==> config.mk <==
export PLATFORM = sky130hd
export DESIGN_NAME = fpu_flag_reg
export DESIGN_NICKNAME = d
export VERILOG_FILES = /design/src/rtl/fflag_pkg.sv /design/src/rtl/fflag_cond_map.sv /design/src/rtl/fflag_sw_unpack.sv /design/src/rtl/fflag_cell.sv /design/src/rtl/fpu_flag_reg.sv
export SDC_FILE = /design/constraint.sdc
export NUM_CORES = 1
export LEC_CHECK = 0
export BUFFER_PORTS_ARGS = -buffer_cell sky130_fd_sc_hd__buf_4
export CAP_MARGIN = 10
export CORE_AREA = 2 2 39 41
export DETAILED_ROUTE_END_ITERATION = 16
export DIE_AREA = 0 0 41 43
export HOLD_SLACK_MARGIN = 0.1
export PLACE_DENSITY_LB_ADDON = 0.05
export SLEW_MARGIN = 25
export SYNTH_ARGS = -nofsm -noshare
export SYNTH_HDL_FRONTEND = slang
export SYNTH_HIERARCHICAL = 1
export SYNTH_SLANG_ARGS = --single-unit
==> constraint.sdc <==
create_clock -name clk_i -period 0.9 [get_ports clk_i]
set_input_delay 0.09 -clock clk_i [delete_from_list [all_inputs] [get_ports clk_i]]
set_output_delay 0.09 -clock clk_i [all_outputs]
set_load 0.05 [all_outputs]
==> src/rtl/fflag_pkg.sv <==
package fflag_pkg;
  localparam int unsigned COND_W = 7;
  localparam int unsigned NFLAG  = 6;
  localparam int unsigned OPND_W = 16;
  localparam int unsigned VAL_LSB  = 2;
  localparam int unsigned MASK_LSB = 10;

  // condition bit positions
  localparam int unsigned C_INX  = 0;
  localparam int unsigned C_UNF  = 1;
  localparam int unsigned C_DZ   = 2;
  localparam int unsigned C_OVF  = 3;
  localparam int unsigned C_INV  = 4;
  localparam int unsigned C_ODEN = 5;
  localparam int unsigned C_IDEN = 6;

  // flag bit positions
  localparam int unsigned F_FX  = 0;
  localparam int unsigned F_FU  = 1;
  localparam int unsigned F_FZ  = 2;
  localparam int unsigned F_FV  = 3;
  localparam int unsigned F_FI  = 4;
  localparam int unsigned F_SUM = 5;

  typedef logic [NFLAG-1:0] flag_vec_t;
endpackage

==> src/rtl/fflag_cond_map.sv <==
module fflag_cond_map
  import fflag_pkg::*;
(
  input  logic [COND_W-1:0] cond_i,
  output flag_vec_t         set_o
);
  localparam logic [COND_W-1:0] LIVE_MASK = ~(COND_W'(1) << C_IDEN);

  logic [COND_W-1:0] live;
  assign live = cond_i & LIVE_MASK;

  always_comb begin
    set_o        = '0;
    set_o[F_FI]  = live[C_INV];
    set_o[F_FV]  = live[C_OVF];
    set_o[F_FZ]  = live[C_DZ];
    set_o[F_FU]  = live[C_UNF] | live[C_ODEN];
    set_o[F_FX]  = live[C_INX] | live[C_ODEN];
    set_o[F_SUM] = |live;
  end
endmodule

==> src/rtl/fflag_sw_unpack.sv <==
module fflag_sw_unpack
  import fflag_pkg::*;
(
  input  logic [OPND_W-1:0] operand_i,
  output flag_vec_t         mask_o,
  output flag_vec_t         val_o
);
  logic [OPND_W-1:0] unused_bits;
  assign unused_bits = operand_i;

  for (genvar i = 0; i < NFLAG; i++) begin : g_pair
    assign mask_o[i] = operand_i[MASK_LSB+i];
    assign val_o[i]  = operand_i[VAL_LSB+i];
  end
endmodule

==> src/rtl/fflag_cell.sv <==
module fflag_cell #(
  parameter bit STICKY = 1'b1
) (
  input  logic clk_i,
  input  logic rst_ni,
  input  logic sw_we_i,
  input  logic sw_val_i,
  input  logic hw_we_i,
  input  logic hw_set_i,
  output logic q_o
);
  logic d;

  if (STICKY) begin : g_sticky
    always_comb begin
      d = q_o;
      if (sw_we_i)      d = sw_val_i;
      else if (hw_we_i) d = q_o | hw_set_i;
    end
  end else begin : g_plain
    always_comb begin
      d = q_o;
      if (sw_we_i)      d = sw_val_i;
      else if (hw_we_i) d = hw_set_i;
    end
  end

  always_ff @(posedge clk_i or negedge rst_ni) begin
    if (!rst_ni) q_o <= 1'b0;
    else         q_o <= d;
  end
endmodule

==> src/rtl/fpu_flag_reg.sv <==
module fpu_flag_reg
  import fflag_pkg::*;
(
  input  logic              clk_i,
  input  logic              rst_ni,
  input  logic              op_valid_i,
  input  logic [COND_W-1:0] op_cond_i,
  input  logic              upd_valid_i,
  input  logic [OPND_W-1:0] upd_operand_i,
  output logic [NFLAG-1:0]  flags_o
);
  flag_vec_t hw_set, sw_mask, sw_val;
  logic      hw_we;

  fflag_cond_map u_map (
    .cond_i (op_cond_i),
    .set_o  (hw_set)
  );

  fflag_sw_unpack u_unpack (
    .operand_i (upd_operand_i),
    .mask_o    (sw_mask),
    .val_o     (sw_val)
  );

  // software write wins; drop the operation entirely
  assign hw_we = op_valid_i & ~upd_valid_i;

  for (genvar i = 0; i < NFLAG; i++) begin : g_flag
    fflag_cell #(.STICKY(i != F_SUM)) u_cell (
      .clk_i    (clk_i),
      .rst_ni   (rst_ni),
      .sw_we_i  (upd_valid_i & sw_mask[i]),
      .sw_val_i (sw_val[i]),
      .hw_we_i  (hw_we),
      .hw_set_i (hw_set[i]),
      .q_o      (flags_o[i])
    );
  end
endmodule

==> impl_metrics.yaml, run 1 <==
routing:
  vias: 391
  wire_per_inst_um: 9.452
  drc: 0
  first_pass_iters: 2
  via_per_inst: 4.204
  drt_iter0_drc: 2
  antenna_left: 0
  wirelength_um: 879
floorplanning:
  die_x_um: 41
  core_area_mm2: 0.001384
  floorplan.initialDensity_pct: 33.00
  dieHeight_um: 43
  io_pins: 33
  rows: 14
  die_area_mm2: 0.001763
worst_setup_path:
  crit_slowest_cell: "dfrtp_2"
  cp.buffers_inverters: 1
  regToRegStartpoint: "g_flag[2].u_cell/q_o$_DFFE_PN0P_"
  crit_path_max_fanout: 2
  cp_cell_sequence: "buf_6"
  cp_top_family: "flip-flops"
  reg2reg_to: "g_flag[2].u_cell/q_o$_DFFE_PN0P_"
  regToRegSetupSlack_ns: 0.12
  path_class: "reg -> out"
  arrival_ns: 0.80
  ff2ff_path_depth: 2
  cp.required_ns: 0.81
  cp-end-kind: "output port"
  worstSetupStartpointType: "flip-flop"
  max_stage_delay_ns: 0.41
timing:
  timing.final.crit_share_pct: 98.58
  fmax_ghz: 1.127
  setup_viol: 0
  relSlewSlack_pct: 84.22
  drv_slew: 0
  skew_ns: 0
  hold_viol: 0
  finalSetupTns_ns: 0
  fin_ws_ns: 0.01274
  period_needed_ns: 0.8873
  max_slew.worst_pin.slew_ns: 0.2345
  grt_setup_unrepaired: "true"
hold_path:
  whs_endpoint: "g_flag[4].u_cell/q_o$_DFFE_PN0P_"
  hold_path.startpoint: "op_cond_i[4]"
  min_path_cells: 3
  hp-class: "in -> reg"
final_layout:
  fin_nets: 106
  largest-register: "g_flag.u_cell/q_o"
  num_antenna_cells: 0
  final_cell_mix: "buf_4, dlygate4sd3_1, and2_1, dfrtp_2, buf_6"
  layout_commonest_cell: "buf_4"
  num-fill-cells: 137
  design_area_um2: 729.5
  post-route-util_pct: 52.71
  area_growth_pct: 59.73
  reg.largest.list: "g_flag.u_cell/q_o (6)"
  drive_above_1_share_pct: 62.34
  largest_reg_flops: 6
placement:
  placed_cell_area_um2: 614.3
  place_congestion: 0.6091
  hpwl_um: 707.4
  port_buffers: 27
  pre_cts_slack_ns: -0.06734
global_route:
  grt_pass1_wl_um: 1352
  grt_pass1_vias: 386
  gr-total-overflow: 0
  grt_antenna_before_repair: 0
  grt.met1_usage_pct: 14.38
  grt_usage_pct: 11.71
  grt_max_degree: 8
  top_usage_layer: "met2"
  gr-usage-met3_pct: 5.236
  met2_usage_pct: 16.56
synth:
  ys_seq_elements: 6
  netlist_instances: 50
  synth.avg_cell_area_um2: 9.134
  synth.cell_area_um2: 456.7
  synth_cell_type_count: 14
  syn-num-nets: 77
  ys_warn_count: 6
  yosysSeqAreaShare_pct: 32.88
cts:
  clock_latency_ns: 0.23
  cts.sinks: 6
  clk_pin_slew_ns: 0.04
  cts_tree: "done"
  post-cts-setup-buffers: 0
  cts-root-buf: "clkbuf_4"
  clock_path_buffers: 2
  htree_levels: 1
  cts_buffers: 3
pwr:
  clockPowerShare_pct: 24.5
  seqPwrFrac_pct: 35.2
  switchingPower_mw: 0.3009
  peakVddDrop_mv: 0.5094
  combPwrFrac_pct: 40.3
  fin_total_pwr_mw: 0.9527
  p_int_mw: 0.6518
  cellPowerDensity_mw_per_mm2: 1306
  switching_share_pct: 31.59
  leakagePower_nw: 0.3374
outcome:
  status: "finished clean"
run:
  cap_violations: 0
-- cell type report --
type	count	area (um2)	area share (%)
Tap cell	16	20.02	2.744
Clock buffer	3	22.52	3.087
Multi-Input combinational cell	24	177.7	24.36
Sequential cell	6	157.7	21.61
Inverter	5	18.77	2.573
Timing Repair Buffer	39	332.8	45.63
-- layer usage --
metal / wire (um) / vias up
met1: 356 / 164
li1: - / 209
met5: 0 / -
met3: 95 / 0
met2: 426 / 18
met4: 0 / 0
-- logic make-up (layout without fill, tap and decap cells) --
| family | Yosys count | in the layout | share of synthesized area (%) |
|---|---|---|---|
| flops | 6 | 6 | 32.88 |
| mux | 1 | 1 | 2.192 |
| buf+inv | 20 | 47 | 28.77 |
| simple gates | 12 | 12 | 15.89 |
| compound gates | 11 | 11 | 20.27 |
-- through the flow --
step / hold slack [ns] / std cells
final: 0.1477 / 93
after global routing: 0.1477 / 93
after CTS: 0.1382 / 93
after detailed placement: -0.09471 / 83
after global placement: -0.09554 / 83
after floorplan: -0.2056 / 50
-- power groups by stage --
| stage | logic (mW) | clock network, mW | registers, mW |
|---|---|---|---|
| after floorplan | 0.116 | 0 | 0.448 |
| after global placement | 0.344 | 0 | 0.333 |
| after detailed placement | 0.344 | 0 | 0.334 |
| after CTS | 0.389 | 0.252 | 0.336 |
| after global routing | 0.409 | 0.277 | 0.338 |
| final | 0.384 | 0.233 | 0.336 |
-- Yosys cell counts --
cell       n  share of area (%)
buf_4     15                 25
and2_1     6                8.2
dfrtp_1    6                 33
a211oi_2   5                 14
a21oi_1    5                5.5
inv_1      5                4.1
mux2i_1    1                2.2
nand2_1    1               0.82
nand2b_1   1                1.4
nor2b_1    1                1.4
nor4_1     1                1.4
o21ai_1    1                1.1
or2_1      1                1.4
or2_2      1                1.4
-- repair_timing --
action                     CTS  global route
setup endpoints to repair    6             6
gates cloned                 0             0
hold buffers                 7             0
gates resized for setup      6             0
hold endpoints to repair    12             0
pin swaps                    0             0
-- worst max-delay path by stage --
| stage | start | end | slack [ns] | depth (start not counted) |
|---|---|---|---|---|
| after CTS | g_flag[2].u_cell/q_o$_DFFE_PN0P_ | flags_o[2] | -0.005 | 1 |
| after floorplan | g_flag[0].u_cell/q_o$_DFFE_PN0P_ | g_flag[0].u_cell/q_o$_DFFE_PN0P_ | 0.02 | 2 |
| final | g_flag[4].u_cell/q_o$_DFFE_PN0P_ | flags_o[4] | 0.01 | 1 |
| after detailed placement | op_cond_i[1] | g_flag[5].u_cell/q_o$_DFFE_PN0P_ | -0.07 | 5 |
| after global routing | g_flag[1].u_cell/q_o$_DFFE_PN0P_ | flags_o[1] | -0.03 | 1 |
| after global placement | op_cond_i[1] | g_flag[5].u_cell/q_o$_DFFE_PN0P_ | -0.06 | 5 |
No activity file was read; power rests on OpenSTA's default activity.
==> run 2, diff against run 1 <==
==> constraint.sdc (replaced) <==
create_clock -name clk_i -period 0.9 [get_ports clk_i]
set_input_delay 0.09 -clock clk_i [delete_from_list [all_inputs] [get_ports clk_i]]
set_output_delay 0.09 -clock clk_i [all_outputs]
set_load 0.005 [all_outputs]
==> run 2 against run 1 <==
Effect of this change: sequential share of layout area increased by 0.33 points; combinational power decreased by 37%; power fell by 15%; critical path depth unchanged; non-clock buffer count decreased by 2; design area shrank 6.2%; maximum frequency is 4.2% higher; global-route usage down 0.29 points; sequential power decreased by 4%; critical endpoint is now flags_o[1]; largest cell class unchanged; largest power group is now registers.
==> impl_metrics.yaml, run 2 (same netlist as run 1, synthesis figures left out) <==
worst_setup_path:
  path_class: "reg -> out"
  crit_path_max_fanout: 2
  cp_cell_sequence: "buf_4"
  crit_slowest_cell: "dfrtp_1"
  cp_top_family: "flip-flops"
  worstSetupStartpointType: "flip-flop"
  arrival_ns: 0.76
  cp-end-kind: "output port"
  cp.required_ns: 0.81
  max_stage_delay_ns: 0.38
  cp.buffers_inverters: 1
routing:
  first_pass_iters: 2
  via_per_inst: 4.187
  wirelength_um: 912
  wire_per_inst_um: 10.02
  vias: 381
  drc: 0
  drt_iter0_drc: 3
  antenna_left: 0
floorplanning:
  core_area_mm2: 0.001384
  io_pins: 33
  die_x_um: 41
  floorplan.initialDensity_pct: 33.00
  dieHeight_um: 43
  rows: 14
  die_area_mm2: 0.001763
timing:
  fmax_ghz: 1.175
  period_needed_ns: 0.8511
  drv_slew: 0
  finalSetupTns_ns: 0
  skew_ns: 0
  setup_viol: 0
  relSlewSlack_pct: 84.82
  whs_ns: 0.1452
  timing.final.crit_share_pct: 94.57
  hold_viol: 0
  grt_setup_unrepaired: "false"
  max_slew.worst_pin.slew_ns: 0.2256
pwr:
  peakVddDrop_mv: 0.7540
  leakagePower_nw: 0.3232
  cellPowerDensity_mw_per_mm2: 1179
  fin_total_pwr_mw: 0.8071
final_layout:
  post-route-util_pct: 49.46
  largest-register: "g_flag.u_cell/q_o"
  area_growth_pct: 49.86
  finalNonFillerCells: 91
  num-fill-cells: 155
  num_antenna_cells: 0
  largest_reg_flops: 6
  layout_commonest_cell: "buf_4"
  reg.largest.list: "g_flag.u_cell/q_o (6)"
  fin_nets: 104
  final_cell_mix: "buf_4, dlygate4sd3_1, and2_1, dfrtp_1"
  drive_above_1_share_pct: 53.33
global_route:
  grt_antenna_before_repair: 0
  grt_usage_pct: 11.41
  grt_max_degree: 8
  grt_pass1_wl_um: 1331
  grt_pass1_vias: 336
  gr-total-overflow: 0
cts:
  cts.sinks: 6
  cts_tree: "done"
  ctsResizeCount: 0
  hold_buffers: 7
  post-cts-setup-buffers: 0
  cts-root-buf: "clkbuf_4"
  clock_path_buffers: 2
  clk_pin_slew_ns: 0.04
  cts_buffers: 3
  clock_latency_ns: 0.24
  htree_levels: 1
placement:
  hpwl_um: 741.8
  placed_cells: 81
  place_congestion: 0.5920
  port_buffers: 27
hold_path:
  hp-class: "in -> reg"
outcome:
  status: "finished clean"
run:
  cap_violations: 0
==> run 2: cell count changes in the layout (fill, tap and decap cells not counted) <==
cell	delta
dfrtp_2	-6
buf_6	-6
buf_4	+4
dfrtp_1	+6
==> run 2: metal layers <==
layer | routed length [um] | vias to the layer above | global-route usage [%] | part of all wire (%)
met2 | 402 | 19 | 15.63 | 44
li1 | - | 199 | - | -
met4 | 10 | 0 | 6.000 | 1.1
met1 | 389 | 161 | 14.75 | 43
met5 | 0 | - | 0 | 0
met3 | 109 | 2 | 4.712 | 12
==> run 2: power breakdown <==
part           leakage [nW]  switching [mW]  internal (mW)
Sequential           0.0639          0.0207          0.303
Clock                0.0138          0.0911          0.150
Combinational         0.246          0.0785          0.163
Total                 0.323           0.190          0.617
==> run 2: stage by stage <==
stage / setup WS [ns] / instance area, um2
after global placement: -0.04569 / 591.8
after floorplan: 0.1240 / 459.2
after detailed placement: -0.04075 / 591.8
after CTS: 0.03261 / 684.4
after global routing: 0.001465 / 684.4
final: 0.04890 / 684.4
==> run 2: final timing paths <==
check	startpoint	to	slack (ns)	cells after the start
worst max-delay path	g_flag[1].u_cell/q_o$_DFFE_PN0P_	flags_o[1]	0.05	1
worst min-delay path	op_cond_i[4]	g_flag[4].u_cell/q_o$_DFFE_PN0P_	0.15	3
worst max register to register	g_flag[1].u_cell/q_o$_DFFE_PN0P_	g_flag[1].u_cell/q_o$_DFFE_PN0P_	0.14	2
worst min register to register	g_flag[4].u_cell/q_o$_DFFE_PN0P_	g_flag[4].u_cell/q_o$_DFFE_PN0P_	0.55	2
max in group asynchronous	rst_ni	g_flag[5].u_cell/q_o$_DFFE_PN0P_	0.59	2
min in group asynchronous	rst_ni	g_flag[0].u_cell/q_o$_DFFE_PN0P_	0.20	2
==> run 2: cell type report <==
cell class / count / area (um2) / share of cell area, %
clock buffers: 3 / 22.52 / 3.291
inverters: 5 / 18.77 / 2.742
multi-input cells: 24 / 177.7 / 25.96
flip-flops and latches: 6 / 150.1 / 21.94
well taps: 16 / 20.02 / 2.925
repair buffers: 37 / 295.3 / 43.14
==> run 3, diff against run 2 <==
--- a/config.mk
+++ b/config.mk
@@ -5,11 +5,12 @@
 export SDC_FILE = /design/constraint.sdc
 export NUM_CORES = 1
 export LEC_CHECK = 0
-export BUFFER_PORTS_ARGS = -buffer_cell sky130_fd_sc_hd__buf_4
+export ABC_AREA = 1
 export CAP_MARGIN = 10
 export CORE_AREA = 2 2 39 41
 export DETAILED_ROUTE_END_ITERATION = 16
 export DIE_AREA = 0 0 41 43
+export DONT_BUFFER_PORTS = 1
 export HOLD_SLACK_MARGIN = 0.1
 export PLACE_DENSITY_LB_ADDON = 0.05
 export SLEW_MARGIN = 25
==> run 3 against run 2 <==
Effect of this change: routed wire length is 6.4% higher; first-iteration DRC count grew to 2.7 times the previous value; critical path depth up 5; combinational power is 40% lower; cell count grew 1.1%; largest power group unchanged.
==> impl_metrics.yaml, run 3 <==
routing:
  vias: 387
  via_per_inst: 4.207
  antenna_left: 0
  first_pass_iters: 4
  wirelength_um: 970
  wire_per_inst_um: 10.54
  drc: 0
  drt_iter0_drc: 8
timing:
  drv_slew: 0
  whs_ns: 0.1243
  finalSetupTns_ns: 0
  hold_viol: 0
  grt_setup_unrepaired: "false"
  setup_viol: 0
  max_slew.worst_pin.slew_ns: 0.3066
  timing.final.crit_share_pct: 83.73
  skew_ns: 0
  relSlewSlack_pct: 79.49
  fmax_ghz: 1.327
  period_needed_ns: 0.7536
final_layout:
  final_cell_mix: "inv_1, nand2_1, dlygate4sd3_1, nor2_1, dfrtp_1"
  num_antenna_cells: 0
  drive_above_1_share_pct: 18.42
  post-route-util_pct: 40.87
  num-fill-cells: 161
  area_growth_pct: 11.33
  reg.largest.list: "g_flag.u_cell/q_o (6)"
  fin_nets: 105
  finalNonFillerCells: 92
  largest_reg_flops: 6
  largest-register: "g_flag.u_cell/q_o"
  layout_commonest_cell: "inv_1"
hold_path:
  hp-class: "in -> reg"
  min_path_cells: 4
  whs_endpoint: "g_flag[3].u_cell/q_o$_DFFE_PN0P_"
  hold_path.startpoint: "upd_valid_i"
worst_setup_path:
  cp.required_ns: 1.03
  arrival_ns: 0.89
  regToRegSetupSlack_ns: 0.19
  cp-end-kind: "flip-flop"
  regToRegStartpoint: "g_flag[5].u_cell/q_o$_DFFE_PN0P_"
  crit_path_max_fanout: 7
  reg2reg_to: "g_flag[5].u_cell/q_o$_DFFE_PN0P_"
  path_class: "in -> reg"
  ff2ff_path_depth: 4
  worstSetupStartpointType: "primary input"
floorplanning:
  io_pins: 33
  die_x_um: 41
  floorplan.initialDensity_pct: 36.71
  die_area_mm2: 0.001763
  core_area_mm2: 0.001384
  rows: 14
  dieHeight_um: 43
placement:
  hpwl_um: 707.2
  place_congestion: 0.6681
  placed_cells: 77
  port_buffers: 0
synth:
  async_flop_share_pct: 100.0
  synth_edf_count: 0
  yosysSeqAreaShare_pct: 29.56
  synthFlopType: "dfrtp_1"
  ys_seq_elements: 6
  synth.cell_area_um2: 508.0
  synth_cell_type_count: 9
  synthDominantCellAreaShare_pct: 29.56
  netlist_instances: 75
  syn-num-nets: 102
  synth_largest_area_cell: "dfrtp_1"
  ys_warn_count: 6
  netlist_top_cells_area: "dfrtp_1, buf_4, inv_1"
  yosysMostFrequentCell: "inv_1"
  synth.avg_cell_area_um2: 6.773
  synthTopCellsByCount: "inv_1, buf_4, nand2_1"
cts:
  clock_path_buffers: 2
  cts.sinks: 6
  htree_levels: 1
  cts_buffers: 3
  clk_pin_slew_ns: 0.05
  cts_tree: "done"
  cts-root-buf: "clkbuf_4"
  clock_latency_ns: 0.24
global_route:
  gr-total-overflow: 0
  grt_max_degree: 8
  grt_usage_pct: 13.41
  grt_pass1_wl_um: 1545
  grt_antenna_before_repair: 0
  grt_pass1_vias: 417
pwr:
  peakVddDrop_mv: 0.5969
  cellPowerDensity_mw_per_mm2: 1281
  leakagePower_nw: 0.2971
run:
  cap_violations: 0
outcome:
  status: "finished clean"
-- run 3: cell count changes after synthesis, sizes merged --
cell	previous run	this run
nor4	1	0
or2	2	1
nor2	0	14
o21ai	1	0
nor2b	1	0
mux2i	1	0
nand3	0	2
nand2b	1	0
nand2	1	15
and2	6	0
a211oi	5	0
inv	5	17
-- run 3: logic make-up after synthesis --
logic type / synth area share [%]
compound gates: 8.620
buf+inv: 34.73
flops: 29.56
simple gates: 27.09
-- run 3: what timing repair did --
item	in CTS	in global routing
hold endpoints to repair	12	0
resized for setup	0	0
endpoints found under the setup margin	0	0
buffers inserted	0	0
hold buffers	12	0
-- run 3: area by class of cell --
cell class | instances | area, um2 | area share, %
multi-input combinational | 37 | 181.4 | 32.08
sequential | 6 | 150.1 | 26.55
timing repair buffer | 13 | 127.6 | 22.57
inverter | 17 | 63.81 | 11.28
clock buffer | 3 | 22.52 | 3.982
tap | 16 | 20.02 | 3.540
-- run 3: how the worst max path moves through the flow --
| stage | from | cells after the start | slack (ns) | end |
|---|---|---|---|---|
| floorplan | op_valid_i | 5 | 0.22 | g_flag[5].u_cell/q_o$_DFFE_PN0P_ |
| global placement | g_flag[5].u_cell/q_o$_DFFE_PN0P_ | 4 | 0.19 | g_flag[5].u_cell/q_o$_DFFE_PN0P_ |
| CTS | upd_valid_i | 6 | 0.14 | g_flag[5].u_cell/q_o$_DFFE_PN0P_ |
| global route | upd_valid_i | 6 | 0.06 | g_flag[5].u_cell/q_o$_DFFE_PN0P_ |
| detailed placement | g_flag[5].u_cell/q_o$_DFFE_PN0P_ | 4 | 0.19 | g_flag[5].u_cell/q_o$_DFFE_PN0P_ |
| finish | upd_valid_i | 6 | 0.15 | g_flag[5].u_cell/q_o$_DFFE_PN0P_ |
-- run 3: metrics by stage --
stage	worst slack (ns)	area (um2)	total power, mW
global placement	0.1908	422.9	0.4276
floorplan	0.2244	508.0	0.4562
detailed placement	0.1933	422.9	0.4291
finish	0.1464	565.5	0.7242
CTS	0.1368	565.5	0.7419
global route	0.06395	565.5	0.7780
-- run 3: per-layer routing --
| layer | track usage, % | vias up | routed length, um |
|---|---|---|---|
| li1 | - | 205 | - |
| met1 | 14.33 | 165 | 415 |
| met2 | 21.88 | 15 | 478 |
| met3 | 5.236 | 2 | 72 |
| met4 | 6.000 | 0 | 4 |
| met5 | 0 | - | 0 |
-- run 3: worst max-delay path: stages --
cell and delay [ns]:
dlygate4sd3_1 0.54, nand2_1 0.05, inv_1 0.06, inv_1 0.04, nand3_1 0.07, nand2_1 0.05
-- run 3: power by group --
| group | internal, mW | total (mW) | switching (mW) |
|---|---|---|---|
| clock | 0.151 | 0.252 | 0.101 |
| combinational | 0.0767 | 0.146 | 0.0689 |
| sequential | 0.303 | 0.326 | 0.0236 |
